## config.mk

```make
export PLATFORM = sky130hd
export DESIGN_NAME = exc_entry_ctrl
export DESIGN_NICKNAME = d
export VERILOG_FILES = /design/src/rtl/exc_pkg.sv /design/src/rtl/exc_prio_pick.sv /design/src/rtl/exc_vec_gen.sv /design/src/rtl/exc_entry_ctrl.sv
export SDC_FILE = /design/constraint.sdc
export NUM_CORES = 1
export LEC_CHECK = 0
export BUFFER_PORTS_ARGS = -buffer_cell sky130_fd_sc_hd__buf_2
export CORE_AREA = 2 2 97 99
export CTS_BUF_LIST = sky130_fd_sc_hd__clkbuf_4 sky130_fd_sc_hd__clkbuf_8
export CTS_CLUSTER_SIZE = 28
export DETAILED_ROUTE_END_ITERATION = 8
export DIE_AREA = 0 0 99 101
export GPL_TIMING_DRIVEN = 1
export PLACE_DENSITY_LB_ADDON = 0.1
export SLEW_MARGIN = 20
export SYNTH_ARGS = -nofsm -noshare
export SYNTH_HDL_FRONTEND = slang
export SYNTH_SLANG_ARGS = --single-unit
```

## constraint.sdc

```tcl
create_clock -name clk -period 2.15 [get_ports clk]
set_clock_uncertainty 0.1 [all_clocks]
set_input_delay 0.215 -clock clk [delete_from_list [all_inputs] [get_ports clk]]
set_output_delay 0.215 -clock clk [all_outputs]
set_load 0.005 [all_outputs]
```

## src/rtl/exc_pkg.sv

```systemverilog
package exc_pkg;
  localparam int NCAUSE    = 8;
  localparam int VEC_SHIFT = 5;
  localparam int IRQ_IDX   = 6;
  // causes that belong to the debug class (breakpoint, watchpoint)
  localparam logic [NCAUSE-1:0] DBG_MASK = 8'b0000_1010;
  // enable field bit positions
  localparam int IE_GLB = 0;
  localparam int IE_EXC = 1;
  localparam int IE_BRK = 2;
  localparam int IE_W   = 3;
endpackage

```

## src/rtl/exc_prio_pick.sv

```systemverilog
module exc_prio_pick #(
  parameter int N = 8,
  localparam int IW = $clog2(N)
) (
  input  logic [N-1:0]  req_i,
  output logic          any_o,
  output logic [IW-1:0] idx_o
);
  // scan from the top so the lowest set bit is written last
  always_comb begin
    any_o = 1'b0;
    idx_o = '0;
    for (int k = N - 1; k >= 0; k--) begin
      if (req_i[k]) begin
        any_o = 1'b1;
        idx_o = IW'(k);
      end
    end
  end
endmodule

```

## src/rtl/exc_vec_gen.sv

```systemverilog
module exc_vec_gen #(
  parameter int XLEN  = 32,
  parameter int CW    = 3,
  parameter int SHIFT = 5,
  localparam int LOW  = CW + SHIFT
) (
  input  logic [XLEN-1:0] base_i,
  input  logic [CW-1:0]   cause_i,
  output logic [XLEN-1:0] vec_o
);
  // the low byte of the base is treated as zero, so no carry reaches it
  assign vec_o = {base_i[XLEN-1:LOW], cause_i, {SHIFT{1'b0}}};
endmodule

```

## src/rtl/exc_entry_ctrl.sv

```systemverilog
module exc_entry_ctrl
  import exc_pkg::*;
#(
  parameter int XLEN = 32,
  localparam int CW  = $clog2(NCAUSE),
  localparam int LOW = CW + VEC_SHIFT
) (
  input  logic              clk,
  input  logic              rst_n,
  input  logic [NCAUSE-1:0] req_i,
  input  logic [XLEN-1:0]   pc_i,
  input  logic [IE_W-1:0]   ie_i,
  input  logic [XLEN-1:0]   eba_i,
  input  logic [XLEN-1:0]   deba_i,
  input  logic              remap_i,
  input  logic              eret_i,
  input  logic              bret_i,
  input  logic [XLEN-1:0]   ea_i,
  input  logic [XLEN-1:0]   ba_i,
  output logic              redirect_o,
  output logic [XLEN-1:0]   redirect_pc_o,
  output logic              ea_we_o,
  output logic              ba_we_o,
  output logic [XLEN-1:0]   save_pc_o,
  output logic              ie_we_o,
  output logic [IE_W-1:0]   ie_o,
  output logic [CW-1:0]     cause_o
);
  logic [NCAUSE-1:0] elig;
  logic              take;
  logic [CW-1:0]     cidx;
  logic              is_dbg;
  logic [XLEN-1:0]   base_sel, vec;

  // interrupt gate: bit IRQ_IDX counts only with global enable set
  always_comb begin
    elig = req_i;
    if (!ie_i[IE_GLB]) elig[IRQ_IDX] = 1'b0;
  end

  exc_prio_pick #(.N(NCAUSE)) u_pick (
    .req_i (elig),
    .any_o (take),
    .idx_o (cidx)
  );

  assign is_dbg   = DBG_MASK[cidx];
  assign base_sel = (is_dbg || remap_i) ? deba_i : eba_i;

  exc_vec_gen #(.XLEN(XLEN), .CW(CW), .SHIFT(VEC_SHIFT)) u_vec (
    .base_i  (base_sel),
    .cause_i (cidx),
    .vec_o   (vec)
  );

  logic              n_redir, n_ea_we, n_ba_we, n_ie_we;
  logic [XLEN-1:0]   n_pc;
  logic [IE_W-1:0]   n_ie;

  always_comb begin
    n_redir = 1'b0;
    n_ea_we = 1'b0;
    n_ba_we = 1'b0;
    n_ie_we = 1'b0;
    n_pc    = vec;
    n_ie    = ie_i;
    if (take) begin
      n_redir        = 1'b1;
      n_ie_we        = 1'b1;
      n_ie[IE_GLB]   = 1'b0;
      if (is_dbg) begin
        n_ba_we      = 1'b1;
        n_ie[IE_BRK] = ie_i[IE_GLB];
      end else begin
        n_ea_we      = 1'b1;
        n_ie[IE_EXC] = ie_i[IE_GLB];
      end
    end else if (eret_i) begin
      n_redir      = 1'b1;
      n_ie_we      = 1'b1;
      n_pc         = ea_i;
      n_ie[IE_GLB] = ie_i[IE_EXC];
    end else if (bret_i) begin
      n_redir      = 1'b1;
      n_ie_we      = 1'b1;
      n_pc         = ba_i;
      n_ie[IE_GLB] = ie_i[IE_BRK];
    end
  end

  always_ff @(posedge clk) begin
    if (!rst_n) begin
      redirect_o    <= 1'b0;
      ea_we_o       <= 1'b0;
      ba_we_o       <= 1'b0;
      ie_we_o       <= 1'b0;
      redirect_pc_o <= '0;
      save_pc_o     <= '0;
      ie_o          <= '0;
      cause_o       <= '0;
    end else begin
      redirect_o    <= n_redir;
      ea_we_o       <= n_ea_we;
      ba_we_o       <= n_ba_we;
      ie_we_o       <= n_ie_we;
      redirect_pc_o <= n_pc;
      save_pc_o     <= pc_i;
      ie_o          <= n_ie;
      cause_o       <= cidx;
    end
  end

  p_one_class_r3: assert property (@(posedge clk) disable iff (!rst_n)
    $onehot0({ea_we_o, ba_we_o}));

  p_save_pc_r3: assert property (@(posedge clk) disable iff (!rst_n)
    (ea_we_o || ba_we_o) |-> save_pc_o == $past(pc_i));

  p_glb_clear_r4: assert property (@(posedge clk) disable iff (!rst_n)
    (ea_we_o || ba_we_o) |-> (ie_we_o && redirect_o && !ie_o[IE_GLB]));

  p_dbg_base_r7: assert property (@(posedge clk) disable iff (!rst_n)
    ba_we_o |-> redirect_pc_o[XLEN-1:LOW] == $past(deba_i[XLEN-1:LOW]));

  p_irq_masked_r8: assert property (@(posedge clk) disable iff (!rst_n)
    (req_i == (NCAUSE'(1) << IRQ_IDX) && !ie_i[IE_GLB] && !eret_i && !bret_i)
      |=> !redirect_o);

  p_eret_target_r9: assert property (@(posedge clk) disable iff (!rst_n)
    (eret_i && !take) |=> (redirect_o && !ea_we_o && !ba_we_o
                           && redirect_pc_o == $past(ea_i)));
endmodule

```

**Word-level counts from Yosys, hierarchy flattened**

Memory sizes are Yosys's and may differ from the RTL's.
Cells that the tools add are included.

- Add/subtract/negate cells: 0
- Multipliers: 0
- Divide/modulo/power cells: 0
- Magnitude comparators: 1
- Equality and inequality tests: 0
- Shifts and indexed selects: 0
- Muxes and demuxes: 32
- Bitwise logic cells: 1
- Reductions and logical operators: 3

Operators by type and width:

| operator | number |
|---|---|
| $mux 32 | 4 |
| $mux 3 | 8 |
| $mux 1 | 19 |
| $lt 3x4->1 const B | 1 |
| $mux 2 | 1 |
| $reduce_and 2->1 | 1 |
| $reduce_or 2->1 | 1 |
| $logic_or 1x1->1 | 1 |
| $not 1->1 | 1 |

- Flip-flop bits (word level): 73
- Latch bits: 0
- Bits in writable memories: 0
- Bits in read-only memories: 8
- Output and inout bits: 74
- Memories kept: 1

Memories:

| memory | words | width | read ports | clocked after memory_dff | wr ports | line | text |
|---|---|---|---|---|---|---|---|
| (name not given) | 8 | 1 | 1 | 0 | 0 | exc_entry_ctrl.sv:47 | `assign is_dbg = DBG_MASK[cidx];` |

**Logic depth before layout (Yosys ltp)**

Gate-level depths: netlist of the first run.

- Depth after elaboration: 15
- Mapped depth: 6

**Hierarchy**

Synthesis of the first run repeated with hierarchy kept, for this count alone.

- Cells, all modules: 299
- Area total of the unflattened synthesis: 3,271.9 um^2

By module, submodules not included:

| module | times used | cells an instance | area each (um^2) | sequential area each (um^2) |
|---|---|---|---|---|
| exc_entry_ctrl | 1 | 253 | 2,947.8 | 1,461.4 |
| exc_vec_gen | 1 | 33 | 244.0 | 0.0 |
| exc_prio_pick | 1 | 13 | 80.1 | 0.0 |

**Worst setup path before layout of the first run**

No wires, ideal clock.

- Path type: input port to flip-flop
- Start point: input req_i[1]
- End point: register redirect_pc_o[29]
- Arrival: 1.394 ns
- Required time: 1.920 ns
- Slack: 0.526 ns
- Stages: 6
- Path buffers: 2
- Cell sequence: buf_2 nor2b_1 a211oi_4 buf_6 mux2i_1 o22ai_2

- Longest elaborated chain between the ends: 9
- Elaborated cells on any way between the ends: 11
- Classes of those cells: mux: 9; reduce/logical: 1; memory: 1

RTL lines:

| what | line | text |
|---|---|---|
| from (decl) | exc_entry_ctrl.sv:10 | `input logic [NCAUSE-1:0] req_i,` |
| $mux 3 (2 in series) | exc_prio_pick.sv:14 | `if (req_i[k]) begin` |
| $mem_v2 8x1 | -- |  |
| $mux 1 (not written as such) | exc_entry_ctrl.sv:47 |  |
| $logic_or 1x1->1 | exc_entry_ctrl.sv:48 | `assign base_sel = (is_dbg \|\| remap_i) ? deba_i : eba_i;` |
| $mux 32 | exc_entry_ctrl.sv:48 |  |
| $mux 32 | exc_entry_ctrl.sv:83 | `end else if (bret_i) begin` |
| $mux 32 | exc_entry_ctrl.sv:78 | `end else if (eret_i) begin` |
| $mux 32 * | exc_entry_ctrl.sv:67 | `if (take) begin` |
| to (signal assigned) | exc_entry_ctrl.sv:106 | `redirect_pc_o <= n_pc;` |
| to (decl) | exc_entry_ctrl.sv:21 | `output logic [XLEN-1:0] redirect_pc_o,` |

Mark *: on every way between the ends. The rest lies on a longest branch, timed or not. The select of a mux whose other input is x is not followed.
A chain may end at the register's enable or synchronous reset.

**Worst setup path in the final report of the first run**

- Start point: input req_i[3]
- End point: register redirect_pc_o[30]

- Longest elaborated chain between the ends: 11
- Elaborated cells on any way between the ends: 15
- Classes of those cells: mux: 13; reduce/logical: 1; memory: 1

RTL lines:

| what | line |
|---|---|
| $mux 3 (4 in series) | exc_prio_pick.sv:14 |
| $mem_v2 8x1 | -- |
| $mux 1 (not written as such) | exc_entry_ctrl.sv:47 |
| $logic_or 1x1->1 | exc_entry_ctrl.sv:48 |
| $mux 32 | exc_entry_ctrl.sv:48 |
| $mux 32 | exc_entry_ctrl.sv:83 |
| $mux 32 | exc_entry_ctrl.sv:78 |
| $mux 32 * | exc_entry_ctrl.sv:67 |

Marks and branches as above.

==> flow_summary_export.csv, run 1 <==
group,metric,value,unit
clocking,cts_buffers,9,
die,dieWidth,99,um
die,die_y,101,um
sta,worstMarginPinSlew,0.5163,ns
clocking,cts_tree,"yes",
die,start_util,31.89,%
critical_path,critPathRequiredTime,2.28,ns
global_route,grt_max_degree,39,
die,dieArea,9999,um^2
global_route,grt-ovfl-total,0,
cells_and_area,nets,702,
sta,fmax,710.8,MHz
pwr,power.density,637.6,nW/um^2
critical_path,slowest_delay,0.48,ns
detailed_routing,drc_errors,0,
synthesis,syn-instance-count,258,
global_route,grt_pass1_wl,13.49,mm
detailed_routing,routedWlPerCell,13.89,um
job,drv_cap,0,
critical_path,cp_max_fo,24,
clocking,clock_sinks,73,
place,portBuffers,233,
die,coreArea,8977,um^2
critical_path,endpoint_kind,"register",
cells_and_area,regArea,1461,um^2
synthesis,seq_area_frac_synth,51.05,%
sta,tns,0,ns
global_route,track_usage,17.19,%
pwr,total_power,2.987,mW
sta,rsz0062_at_grt,"false",
global_route,grt_pass1_vias,2831,
synthesis,ys_warn_count,0,
sta,slew_violations,0,
detailed_routing,drt_first_pass_iters,4,
sta,hold_viol,0,
synthesis,syn-cell-area,2863,um^2
outcome,status,"finished, final reports clean",
clocking,clk_path_buf_depth,2,
detailed_routing,drt_iter0_markers,38,
place,gp_congestion,0.7354,
clocking,cts-root-buf,"clkbuf_8",
global_route,use_met3,5.409,%
critical_path,crit_family,"simple AND/OR/NAND/NOR gates",
pwr,ir_worst_vdd,338.0,uV
critical_path,path_class,"in -> reg",
global_route,grt_most_used_layer,"met2",
die,io-pin-count,250,
sta,finalCriticalPeriod,1.407,ns
global_route,antenna_found_initial,0,
detailed_routing,drtAntennaViolNets,0,
pwr,p_leak,2.311,nW
critical_path,crit_buf_inv,2,
synthesis,ys_ff_latch,73,
synthesis,syn_avg_cell_area,11.10,um^2
critical_path,crit_path_top_delay_cell,"nor4_1",
cells_and_area,multi_input_area,1280,um^2
cells_and_area,drive_above_1_share,53.30,%
die,num_rows,35,
synthesis,synth_fp_nets,434,
place,dp.cells,591,
min_path,min_path_type,"in -> reg",
synthesis,synth_largest_area_cell,"dfxtp_1",
sta,fin_crit_sh,65.44,%
global_route,grtUsageMet2,30.20,%
cells_and_area,stdcell_count,642,
detailed_routing,route.vias.total,2943,
sta,setup_viol,0,
detailed_routing,postRouteWirelength,8.917,mm
synthesis,synth_top_area_share,51.05,%
critical_path,cp-start-kind,"input pin",
sta,maxSlewHeadroom,65.22,%
cells_and_area,antenna_cells,0,
cells_and_area,syn_to_final_growth,63.68,%
cells_and_area,fillCellCount,864,
clocking,htreeDepth,3,
synthesis,yosys-top-cells-area,"dfxtp_1 51%, mux2i_1 9.1%, o22ai_2 8.3%",
critical_path,path_cells,"buf_2, nor4_1, nand2_2, o21ai_4, buf_12, o22ai_1",
place,place.detailed.hpwl,6.824,mm
critical_path,crit_arrival,1.54,ns
detailed_routing,vias_per_cell,4.584,
global_route,grt.met1_usage,19.96,%
synthesis,synth_cell_types,32,
clocking,clk_pin_slew_worst_paths,0.08,ns
## routing by layer
layer  up-vias  wire length [um]
met5         -                 0
met4         0               108
met3        12               766
met2       146              4446
met1      1308              3595
li1       1477                 -
## sequential cells by signal, indices dropped and copies added, names as in the netlist
signal and cells:
ie_o 3, ie_we_o 1, save_pc_o 32, ea_we_o 1, cause_o 3, ba_we_o 1
redirect_pc_o 32
## stage by stage
step | utilization [%] | setup slack (ns) | area (um^2) | hold slack, ns
6_report | 52.20 | 0.7431 | 4686 | 0.02183
5_1_grt | 52.20 | 0.6447 | 4686 | 0.009625
4_1_cts | 52.20 | 0.7467 | 4686 | 0.001136
3_5_place_dp | 46.23 | 0.3736 | 4150 | 0.3243
3_3_place_gp | 46.23 | 0.3857 | 4150 | 0.3206
2_1_floorplan | - | 0.5262 | 2863 | 0.2423
## logic make-up (layout without fill, tap and decap cells)
logic type	after synthesis	in the layout	synth area share (%)
compound gates	72	72	22.90
simple gates	64	64	12.63
mux	26	26	9.091
buf+inv	23	296	4.327
flops	73	73	51.05
## where the power goes
group / total, mW / switching (mW) / leakage, nW / internal (mW)
clock: 1.01 / 0.568 / 0.0888 / 0.440
combinational: 0.536 / 0.226 / 1.62 / 0.310
sequential: 1.44 / 0.0167 / 0.606 / 1.43
## Yosys cell counts
| cell type | count |
|---|---|
| buf_1 | 2 |
| o22ai_1 | 6 |
| o21ai_0 | 1 |
| o22ai_2 | 19 |
| nor4_1 | 2 |
| buf_4 | 1 |
| dfxtp_1 | 73 |
| nand2_2 | 1 |
| and2_1 | 32 |
| o32ai_1 | 1 |
| a41o_1 | 1 |
| buf_2 | 3 |
| o31a_1 | 1 |
| a21oi_1 | 8 |
| nand2_1 | 4 |
| a221o_1 | 1 |
| or4_1 | 1 |
| a211oi_4 | 1 |
| mux2i_1 | 26 |
| inv_1 | 3 |
| nor3_1 | 4 |
| a2111oi_4 | 1 |
| and3_1 | 1 |
| or3b_2 | 1 |
| o21ai_4 | 1 |
| a22oi_1 | 30 |
| a41oi_1 | 1 |
| nor2_1 | 11 |
| buf_6 | 4 |
| clkbuf_1 | 10 |
| nand2b_1 | 1 |
| nor2b_1 | 6 |
## cells in the final DEF (no fill, tap or decap), types with 2 or more instances in the layout
master / netlist / final
nor2_1: 11 / 11
buf_2: 3 / 233
nor2b_1: 6 / 5
inv_6: 0 / 3
o22ai_2: 19 / 19
inv_1: 3 / 3
buf_4: 1 / 7
nor3_1: 4 / 4
nand2_1: 4 / 4
and2_1: 32 / 32
clkbuf_8: 0 / 9
dfxtp_1: 73 / 73
a22oi_1: 30 / 30
o22ai_1: 6 / 6
a21oi_1: 8 / 8
clkinvlp_4: 0 / 2
nor4_1: 2 / 2
dlygate4sd3_1: 0 / 35
buf_12: 0 / 2
mux2i_1: 26 / 26
## what timing repair did
item | CTS | global route
setup buffers | 0 | 0
hold buffers | 35 | 0
setup endpoints to repair | 0 | 0
resized for setup | 0 | 0
endpoints found under the hold margin | 35 | 0
## area by class of cell
cell class | count | area share (%)
Inverter | 3 | 0.2403
Clock buffer | 9 | 2.644
Timing Repair Buffer | 277 | 34.34
Sequential cell | 73 | 31.19
Multi-Input combinational cell | 162 | 27.32
Clock inverter | 7 | 1.308
Tap cell | 111 | 2.964
## path summary, 6_finish.rpt
path | from | end | slack (ns) | depth (start not counted)
worst max-delay path | req_i[3] | redirect_pc_o[30] | 0.74 | 6
worst min-delay path | ba_i[3] | redirect_pc_o[3] | 0.02 | 3
No activity file was read; power rests on OpenSTA's default activity.
==> inputs of run 2 (changes only) <==
==> constraint.sdc (replaced) <==
create_clock -name clk -period 1.1 [get_ports clk]
set_clock_uncertainty 0.1 [all_clocks]
set_input_delay 0.11 -clock clk [delete_from_list [all_inputs] [get_ports clk]]
set_output_delay 0.11 -clock clk [all_outputs]
set_load 0.005 [all_outputs]
==> run 2 against run 1 <==
Effect of this change:
- the flow now stops in clock tree synthesis
- synthesized cell count did not move
- synthesized area is the same
==> flow_summary_export.csv, run 2 <==
group,metric,value,unit
synthesis,synth_top_family_by_area,"compound AO/OA/AOI/OAI gates",
clocking,cts_resized,0,
synthesis,async_reset_ff_share,0,%
die,die_y,101,um
die,io-pin-count,250,
clocking,clk_path_buf_depth,2,
die,dieWidth,99,um
clocking,cts_buffers,9,
synthesis,synth_largest_area_cell,"dfxtp_1",
synthesis,synth_cell_types,32,
synthesis,synth_adder_area_share,0,%
die,start_util,31.89,%
outcome,stop_error,"[ERROR RSZ-0060] Max buffer count reached.",
clocking,cts_setup_buffers,0,
clocking,htreeDepth,3,
die,num_rows,35,
synthesis,synth_compound_area_share,22.90,%
synthesis,yosys.area_share.simple,12.63,%
synthesis,yosysMostFrequentCell,"dfxtp_1",
place,gp_congestion,0.7722,
synthesis,yosys-top-cells-area,"dfxtp_1 51%, mux2i_1 9.1%, o22ai_2 8.3%",
synthesis,synth_ff_type,"dfxtp_1",
synthesis,synth_top_area_share,51.05,%
synthesis,seq_area_frac_synth,51.05,%
place,portBuffers,233,
synthesis,syn_avg_cell_area,11.10,um^2
place,place.detailed.hpwl,7.328,mm
clocking,cts-root-buf,"clkbuf_8",
synthesis,ys_warn_count,0,
clocking,hold_buffers,126,
place,dp.cells,608,
place,placed_area,4319,um^2
synthesis,synthTopCellsByCount,"73 x dfxtp_1, 32 x and2_1, 30 x a22oi_1",
synthesis,syn-instance-count,258,
synthesis,synthMuxAreaShare,9.091,%
synthesis,synth_fp_nets,434,
synthesis,synth-xor-area-share,0,%
synthesis,syn-cell-area,2863,um^2
synthesis,ys_ff_latch,73,
outcome,status,"did not finish",
clocking,clock_sinks,73,
synthesis,synth-edff-count,0,
outcome,lastStage,"clock tree synthesis",
## run 2: logic make-up after synthesis
group / after synthesis
AO/OA/AOI/OAI: 72
buffers and inverters: 23
flip-flops: 73
multiplexers: 26
AND/OR/NAND/NOR: 64
## run 2: stage by stage
stage | TNS (ns) | setup WS [ns]
after global placement | -12.16 | -0.3658
after detailed placement | -12.07 | -0.3840
after floorplan | -6.307 | -0.2851
==> inputs of run 3 (changes only) <==
--- a/config.mk
+++ b/config.mk
@@ -6,13 +6,10 @@
 export NUM_CORES = 1
 export LEC_CHECK = 0
 export BUFFER_PORTS_ARGS = -buffer_cell sky130_fd_sc_hd__buf_2
-export CORE_AREA = 2 2 97 99
-export CTS_BUF_LIST = sky130_fd_sc_hd__clkbuf_4 sky130_fd_sc_hd__clkbuf_8
-export CTS_CLUSTER_SIZE = 28
+export CORE_UTILIZATION = 25
 export DETAILED_ROUTE_END_ITERATION = 8
-export DIE_AREA = 0 0 99 101
 export GPL_TIMING_DRIVEN = 1
-export PLACE_DENSITY_LB_ADDON = 0.1
+export PLACE_DENSITY_LB_ADDON = 0.15
 export SLEW_MARGIN = 20
 export SYNTH_ARGS = -nofsm -noshare
 export SYNTH_HDL_FRONTEND = slang
==> constraint.sdc (replaced) <==
create_clock -name clk -period 1.4 [get_ports clk]
set_clock_uncertainty 0.1 [all_clocks]
set_input_delay 0.14 -clock clk [delete_from_list [all_inputs] [get_ports clk]]
set_output_delay 0.14 -clock clk [all_outputs]
set_load 0.005 [all_outputs]
==> run 3 against run 2 <==
Effect of this change:
- the flow now finishes without violations
==> flow_summary_export.csv, run 3 (synthesis gave the netlist of run 1 again) <==
group,metric,value,unit
outcome,status,"finished, final reports clean",
cells_and_area,antenna_cells,0,
cells_and_area,regArea,1461,um^2
sta,hold_viol,0,
critical_path,endpoint_kind,"register",
clocking,clk_pin_slew_worst_paths,0.06,ns
clocking,cts_buffers,9,
sta,rsz0062_at_grt,"false",
sta,hold_ws,0.003216,ns
clocking,cts_tree,"yes",
critical_path,crit_path_top_delay_cell,"a211oi_4",
clocking,clk_path_buf_depth,2,
cells_and_area,multi_input_area,1296,um^2
detailed_routing,drt_first_pass_iters,4,
sta,fmax,814.2,MHz
global_route,grt_pass1_vias,3358,
pwr,total_power,5.346,mW
detailed_routing,drc_errors,0,
clocking,cts_setup_buffers,0,
detailed_routing,route.vias.total,3242,
critical_path,path_class,"in -> reg",
die,num_rows,38,
sta,worstMarginPinSlew,0.3789,ns
detailed_routing,routedWlPerCell,14.45,um
die,dieWidth,109.0,um
cells_and_area,nets,769,
critical_path,slowest_delay,0.28,ns
clocking,clock_sinks,73,
critical_path,crit_family,"buffers and inverters",
critical_path,cp_num_cells,6,
die,coreArea,10980,um^2
clocking,cts-root-buf,"clkbuf_16",
sta,maxSlewHeadroom,74.53,%
die,dieArea,11880,um^2
critical_path,crit_arrival,1.34,ns
cells_and_area,drive_above_1_share,50.33,%
cells_and_area,layout_commonest_cell,"buf_2",
global_route,grt_pass1_wl,15.92,mm
die,start_util,26.07,%
min_path,hold_depth,3,
critical_path,crit_buf_inv,2,
detailed_routing,drtAntennaViolNets,0,
place,gp_congestion,0.7939,
cells_and_area,fin_area,5483,um^2
min_path,min_path_type,"in -> reg",
critical_path,cp_max_fo,24,
critical_path,cp-start-kind,"input pin",
die,io-pin-count,250,
pwr,p_leak,2.661,nW
sta,finalCriticalPeriod,1.228,ns
critical_path,critPathRequiredTime,1.51,ns
global_route,grt_max_degree,39,
global_route,grt-ovfl-total,0,
detailed_routing,postRouteWirelength,10.67,mm
place,placed_area,4348,um^2
detailed_routing,drt_iter0_markers,126,
cells_and_area,top_regs,"redirect_pc_o x32, save_pc_o x32",
sta,slew_violations,0,
clocking,htreeDepth,3,
global_route,antenna_found_initial,0,
cells_and_area,final_cell_mix,"233 x buf_2, 86 x dlygate4sd3_1, 73 x dfxtp_1",
clocking,cts_resized,0,
global_route,track_usage,17.76,%
pwr,ir_worst_vdd,652.7,uV
critical_path,path_cells,"buf_2, nor2b_1, a211oi_4, buf_12, mux2i_1, o22ai_2",
sta,fin_crit_sh,87.73,%
cells_and_area,syn_to_final_growth,91.52,%
sta,setup_viol,0,
pwr,power.density,975.1,nW/um^2
die,die_y,109.0,um
job,drv_cap,0,
place,place.detailed.hpwl,7.304,mm
cells_and_area,fillCellCount,1012,
place,portBuffers,233,
detailed_routing,vias_per_cell,4.393,
## run 3: per-stage QoR
stage	setup slack, ns	setup TNS, ns	utilization [%]	cells
after floorplan	-0.01932	-0.2833	-	258
after global placement	-0.1650	-4.436	39.59	636
after detailed placement	-0.1679	-4.360	39.59	636
after CTS	0.1759	0	49.92	738
after global routing	0.09138	0	49.92	738
final	0.1718	0	49.92	738
## run 3: worst paths after layout
path	from	to
max	req_i[3]	redirect_pc_o[14]
min	ea_i[0]	redirect_pc_o[0]
## run 3: repair_timing
action	in CTS	in global routing
endpoints found under the hold margin	62	0
hold buffers	86	0
endpoints found under the setup margin	0	0
## run 3: final cells by class
| cell class | instances | area share [%] |
|---|---|---|
| Timing Repair Buffer | 344 | 41.31 |
| Sequential cell | 73 | 26.65 |
| Multi-Input combinational cell | 162 | 23.64 |
| Clock buffer | 11 | 4.427 |
| Tap cell | 140 | 3.195 |
| Clock inverter | 5 | 0.5705 |
| Inverter | 3 | 0.2054 |
## run 3: layer usage
layer  GRT usage, %  up-vias  part of all wire (%)
met1          19.69     1461                    41
met3          4.782       13                   8.3
met4          6.757        0                   1.1
met5              0        -                     0
li1               -     1610                     -
met2          32.03      158                    49
## run 3: report_power, final
part / leakage, nW / internal, mW / switching (mW) / total, mW
clock: 0.135 / 1.24 / 0.884 / 2.13
combinational: 1.92 / 0.603 / 0.400 / 1.00
sequential: 0.606 / 2.19 / 0.0239 / 2.22
